<file path="src/rtl/fg_pkg.sv">
package fg_pkg;
  typedef enum logic [1:0] {
    RG_BOOT   = 2'd0,
    RG_USER01 = 2'd1,
    RG_OTHER  = 2'd2,
    RG_RAM    = 2'd3
  } region_e;

  typedef struct packed {
    logic en;    // master enable
    logic ers;   // self-erase mode select
    logic prot;  // secondary protect
    logic unl;   // unlock
    logic bw;    // boot-region wait
  } ctl_s;
endpackage

</file>
<file path="src/rtl/fg_rst_sync.sv">
module fg_rst_sync #(
  parameter int STAGES = 2
) (
  input  logic clk,
  input  logic rst_n,
  output logic rst_n_s
);
  logic [STAGES-1:0] sync_q;

  always_ff @(posedge clk or negedge rst_n) begin
    if (!rst_n) sync_q <= '0;
    else        sync_q <= {sync_q[STAGES-2:0], 1'b1};
  end

  assign rst_n_s = sync_q[STAGES-1];
endmodule

</file>
<file path="src/rtl/fg_regs.sv">
module fg_regs
  import fg_pkg::*;
#(
  parameter int ADDR_W    = 4,
  parameter int DATA_W    = 8,
  parameter int CTRL_ADDR = 0,
  parameter int CFG_ADDR  = 1
) (
  input  logic              clk,
  input  logic              rst_n,
  input  logic              wr_en,
  input  logic [ADDR_W-1:0] wr_addr,
  input  logic [DATA_W-1:0] wr_data,
  output ctl_s              ctl
);
  localparam int B_EN   = 0;
  localparam int B_ERS  = 1;
  localparam int B_PROT = 2;
  localparam int B_UNL  = 0;
  localparam int B_BW   = 1;
  localparam logic [ADDR_W-1:0] A_CTRL = ADDR_W'(CTRL_ADDR);
  localparam logic [ADDR_W-1:0] A_CFG  = ADDR_W'(CFG_ADDR);

  ctl_s ctl_q, ctl_d;
  logic armed_q, armed_d;
  logic hit_ctrl, hit_cfg;

  assign hit_ctrl = wr_en && (wr_addr == A_CTRL);
  assign hit_cfg  = wr_en && (wr_addr == A_CFG);

  always_comb begin
    ctl_d   = ctl_q;
    armed_d = armed_q;
    if (hit_ctrl) begin
      ctl_d.en   = wr_data[B_EN];
      ctl_d.ers  = wr_data[B_ERS];
      ctl_d.prot = wr_data[B_PROT];
    end
    if (hit_cfg) begin
      ctl_d.bw = wr_data[B_BW];
      armed_d  = ~wr_data[B_UNL];
      if (!wr_data[B_UNL]) ctl_d.unl = 1'b0;
      else if (armed_q)    ctl_d.unl = 1'b1;
    end
  end

  always_ff @(posedge clk or negedge rst_n) begin
    if (!rst_n) begin
      ctl_q   <= '0;
      armed_q <= 1'b0;
    end else if (hit_ctrl || hit_cfg) begin
      ctl_q   <= ctl_d;
      armed_q <= armed_d;
    end
  end

  assign ctl = ctl_q;

  AST_UNLOCK_NEEDS_ZERO: assert property (@(posedge clk) disable iff (!rst_n)
    (hit_cfg && wr_data[B_UNL] && !armed_q && !ctl_q.unl) |=> !ctl_q.unl);
  AST_UNLOCK_CLEARS: assert property (@(posedge clk) disable iff (!rst_n)
    (hit_cfg && !wr_data[B_UNL]) |=> !ctl_q.unl);
  AST_OTHER_ADDR_IDLE: assert property (@(posedge clk) disable iff (!rst_n)
    (!hit_ctrl && !hit_cfg) |=> $stable(ctl_q));
endmodule

</file>
<file path="src/rtl/fg_decode.sv">
module fg_decode
  import fg_pkg::*;
(
  input  logic       clk,
  input  logic       rst_n,
  input  ctl_s       ctl,
  input  logic       acc_valid,
  input  logic       acc_write,
  input  logic [1:0] acc_region,
  input  logic       global_wait,
  output logic       we_boot,
  output logic       we_user01,
  output logic       we_other,
  output logic       ew_mode,
  output logic       wait_req,
  output logic       viol
);
  region_e rg;
  logic    region_ok;
  logic    viol_d, viol_q;

  assign rg = region_e'(acc_region);

  always_comb begin
    we_boot   = ctl.en;
    we_user01 = ctl.en & ctl.unl & ctl.prot;
    we_other  = ctl.en & ctl.unl;
    ew_mode   = ctl.en & ctl.ers;
    unique case (rg)
      RG_BOOT:   region_ok = we_boot;
      RG_USER01: region_ok = we_user01;
      RG_OTHER:  region_ok = we_other;
      default:   region_ok = 1'b1;
    endcase
    wait_req = 1'b0;
    if (acc_valid && !acc_write)
      wait_req = (rg == RG_BOOT) ? (ctl.bw | global_wait) : global_wait;
    viol_d = acc_valid & acc_write & ~region_ok;
  end

  always_ff @(posedge clk or negedge rst_n) begin
    if (!rst_n) viol_q <= 1'b0;
    else        viol_q <= viol_d;
  end

  assign viol = viol_q;

  AST_OFF_NO_WRITE: assert property (@(posedge clk) disable iff (!rst_n)
    !ctl.en |-> !(we_boot | we_user01 | we_other));
  AST_USER01_IMPLIES_OTHER: assert property (@(posedge clk) disable iff (!rst_n)
    we_user01 |-> we_other);
  AST_BOOT_WAIT: assert property (@(posedge clk) disable iff (!rst_n)
    (acc_valid && !acc_write && rg == RG_BOOT && ctl.bw) |-> wait_req);
  AST_VIOL_FROM_WRITE: assert property (@(posedge clk) disable iff (!rst_n)
    viol |-> $past(acc_valid && acc_write && rg != RG_RAM));
endmodule

</file>
<file path="src/rtl/flash_guard.sv">
module flash_guard
  import fg_pkg::*;
#(
  parameter int ADDR_W    = 4,
  parameter int DATA_W    = 8,
  parameter int CTRL_ADDR = 0,
  parameter int CFG_ADDR  = 1,
  parameter int SYNC_STG  = 2
) (
  input  logic              clk,
  input  logic              rst_n,
  input  logic              wr_en,
  input  logic [ADDR_W-1:0] wr_addr,
  input  logic [DATA_W-1:0] wr_data,
  input  logic              acc_valid,
  input  logic              acc_write,
  input  logic [1:0]        acc_region,
  input  logic              global_wait,
  output logic              we_boot,
  output logic              we_user01,
  output logic              we_other,
  output logic              ew_mode,
  output logic              wait_req,
  output logic              viol
);
  logic rst_n_s;
  ctl_s ctl;

  fg_rst_sync #(.STAGES(SYNC_STG)) u_rst (
    .clk(clk), .rst_n(rst_n), .rst_n_s(rst_n_s)
  );

  fg_regs #(
    .ADDR_W(ADDR_W), .DATA_W(DATA_W), .CTRL_ADDR(CTRL_ADDR), .CFG_ADDR(CFG_ADDR)
  ) u_regs (
    .clk(clk), .rst_n(rst_n_s), .wr_en(wr_en), .wr_addr(wr_addr),
    .wr_data(wr_data), .ctl(ctl)
  );

  fg_decode u_dec (
    .clk(clk), .rst_n(rst_n_s), .ctl(ctl),
    .acc_valid(acc_valid), .acc_write(acc_write), .acc_region(acc_region),
    .global_wait(global_wait),
    .we_boot(we_boot), .we_user01(we_user01), .we_other(we_other),
    .ew_mode(ew_mode), .wait_req(wait_req), .viol(viol)
  );

  AST_RESET_QUIET: assert property (@(posedge clk)
    !rst_n_s |-> !(we_boot | we_user01 | we_other | ew_mode | viol));
endmodule

</file>
<file path="config.mk">
export PLATFORM = sky130hd
export DESIGN_NAME = flash_guard
export DESIGN_NICKNAME = d
export VERILOG_FILES = /design/src/rtl/fg_pkg.sv /design/src/rtl/fg_rst_sync.sv /design/src/rtl/fg_regs.sv /design/src/rtl/fg_decode.sv /design/src/rtl/flash_guard.sv
export SDC_FILE = /design/constraint.sdc
export NUM_CORES = 1
export LEC_CHECK = 0
export BUFFER_PORTS_ARGS = -buffer_cell sky130_fd_sc_hd__buf_2
export CORE_AREA = 5 5 42 44
export CTS_CLUSTER_DIAMETER = 200
export DETAILED_ROUTE_END_ITERATION = 12
export DIE_AREA = 0 0 47 49
export HOLD_SLACK_MARGIN = 0.12
export SKIP_LAST_GASP = 1
export SLEW_MARGIN = 30
export SYNTH_ARGS = -nofsm -noshare
export SYNTH_HDL_FRONTEND = slang
export SYNTH_SLANG_ARGS = --single-unit
export TNS_END_PERCENT = 1
</file>
<file path="constraint.sdc">
create_clock -name clk -period 0.8 [get_ports clk]
set_input_delay 0.16 -clock clk [delete_from_list [all_inputs] [get_ports clk]]
set_output_delay 0.16 -clock clk [all_outputs]
set_load 0.01 [all_outputs]
</file>
==> out/qor.csv <==
metric,value,unit
status,finished with violations,
failing checks,negative setup slack,
CP dominant cell by count,buf_6,
crit path launch type,flop,
Synth top area share,53.6,%
Post-Synthesis Cells,31,
Clock transition at path regs,0.06,ns
share of layout cells above drive strength 1,60.9,%
Pre-antenna DRT Iters,2,
Clk pwr share,26.1,%
Sw Ratio,25.9,%
syn_nets,51,
core area,1400,sq um
ys async rst share,100,%
Routed Antenna Nets,0,
Die Span Y,49,um
Levels on crit path,3,
DP HPWL,704,um
post-synthesis register bit count,9,
Critical Path Fanout Max,2,
CP arrival,1.03,ns
GRT overflow,0,
drt wl/cell,11.6,um
die width,47,um
Post-Syn Area,420,sq um
# port buffers,20,
Ys Warns,0,
required time of the critical path,0.64,ns
GRT Total Usage,8.92,%
endpoints failing setup,13,
RD Place Congestion,0.712,
logic gate share of total power,28.2,%
Hold WS,0.104,ns
Root Buffer,clkbuf_4,
cell leakage power,0.351,nW
Max VDD drop,1.08,mV
pin count of the biggest net entering global routing,8,
Setup CP Type,reg2out,
via count,355,
CP Cell Sequence,buf_6 > and3_4 > buf_6,
CTS max path bufs,2,
dpl cells,72,
Iter 0 DRT Violations,4,
Power Total,1.33,mW
CP Capture Type,output port,
setup TNS,-2.79,ns
setup slack after layout,-0.394,ns
max cap viols,0,
register area share after synthesis,53.6,%
hold buffers post-CTS,2,
cell internal pwr,984,uW
Setup Skew,0.00277,ns
CP max stage cell,dfrtp_1,
# clock sinks,9,
Switch Pwr,344,uW
largest cells by area after synthesis,"dfrtp_1 (54%), mux2_4 (14%), nor4b_4 (5.7%)",
DRC viols,0,
Initial Util,30.0,%
Final Non-Filler Cells,80,
WL final,924,um
top cell family by delay on the critical path,flip-flops,
Final Slew Violations,0,
Worst R2R Path Depth,4,
worst skew pair latency,0.26,ns
total power per unit cell area,2030,nW/um^2
most instantiated cells after synthesis,"dfrtp_1 (9), mux2_4 (4), and2_1 (2)",
vias in the first global route,378,
Synth cell types,19,
sequential share of power,45.7,%
CP Buf/Inv Count,2,
Num CTS Buffers,3,
most frequent cell after synthesis,dfrtp_1,
# rows,14,
Post-synth EDFFs,0,
area growth from synthesis to layout,55.7,%
post-synthesis area per instance,13.6,sq um
Via density,4.44,
Tcrit/Tclk final,149,%
Nets,85,
Max Clock Freq,838,MHz
Min-Delay Path Depth,2,
RSZ-0062 raised after global routing,true,
IO Pins,26,
Synth area leader,dfrtp_1,
Main synth FF type,dfrtp_1,
final hold violations,0,
initial antenna violation count,0,
Hold Path Class,in2reg,
first-pass GRT wire length,1.48,mm
Final Critical Period,1.19,ns
CP peak stage delay,0.38,ns
die area,2300,sq um
CTS tree,built,
CTS H-tree lvls,1,
ANT cells,0,
[power by group through the flow]
stage,logic [mW],clock network [mW],registers (mW)
after floorplan,0.159,0,0.598
after global placement,0.307,0,0.609
after detailed placement,0.312,0,0.611
after CTS,0.361,0.362,0.610
after global routing,0.407,0.388,0.625
final,0.374,0.346,0.607
[area by class of cell]
class                   instances  area [sq um]
fillers                       144           747
flip-flops and latches          9           225
multi-input cells              21           196
repair buffers                 29           183
clock buffers                   4          26.3
well taps                      16          20.0
inverters                       1          3.75
[layer usage]
layer / up-vias / GRT usage [%] / share of wire, %
li1: 176 / - / -
met1: 166 / 11.0 / 42
met2: 13 / 13.3 / 47
met3: 0 / 3.32 / 10
met4: 0 / 4.15 / 0
met5: - / 0 / 0
[cell usage in the layout, fill, tap and decap left out, drive strengths merged, types with 2 or more instances in the layout]
cell type and count:
and3 2, nand2 2, and2 2, dlygate4sd3 2, mux2 4, buf 27
clkbuf 4, dfrtp 9
[sequential cells by signal, summed over array words and instances, names as in the netlist]
register,cells
u_rst.sync_q,2
u_regs.ctl,5
u_regs.armed_q,1
u_dec.viol,1
[per-stage QoR]
stage / util, % / instance area, sq um / setup slack [ns]
after CTS: 46.2 / 647 / -0.405
after global routing: 46.7 / 654 / -0.424
after floorplan: - / 420 / -0.288
after global placement: 41.3 / 578 / -0.428
final: 46.7 / 654 / -0.394
after detailed placement: 41.3 / 578 / -0.451
[repair_timing]
| item | in CTS | in global routing |
|---|---|---|
| gates cloned | 0 | 0 |
| setup endpoints to repair | 13 | 13 |
| hold endpoints to repair | 4 | 1 |
| gates resized for setup | 3 | 0 |
| buffers inserted | 1 | 1 |
[worst paths after layout]
check / from / end / slack, ns
max: u_regs.ctl[2]$_DFFE_PN0P_ / we_user01 / -0.39
min: acc_region[1] / u_dec.viol$_DFF_PN0_ / 0.10
max reg2reg: u_regs.ctl[2]$_DFFE_PN0P_ / u_regs.ctl[2]$_DFFE_PN0P_ / -0.30
min reg2reg: u_rst.sync_q[1]$_DFF_PN0_ / u_dec.viol$_DFF_PN0_ / 0.12
max in group asynchronous: u_rst.sync_q[1]$_DFF_PN0_ / u_regs.ctl[1]$_DFFE_PN0P_ / 0.45
min in group asynchronous: u_rst.sync_q[1]$_DFF_PN0_ / u_dec.viol$_DFF_PN0_ / 0.12
[cells by family after synthesis]
group / Yosys count / share of synthesized area [%]
and+or+nand+nor: 11 / 20.8
DFF: 9 / 53.6
muxes: 5 / 16.7
AOI/OAI and AO/OA: 4 / 7.14
buffers and inverters: 1 / 0.892
other: 1 / 0.892
(Power assumes the default switching activity.)
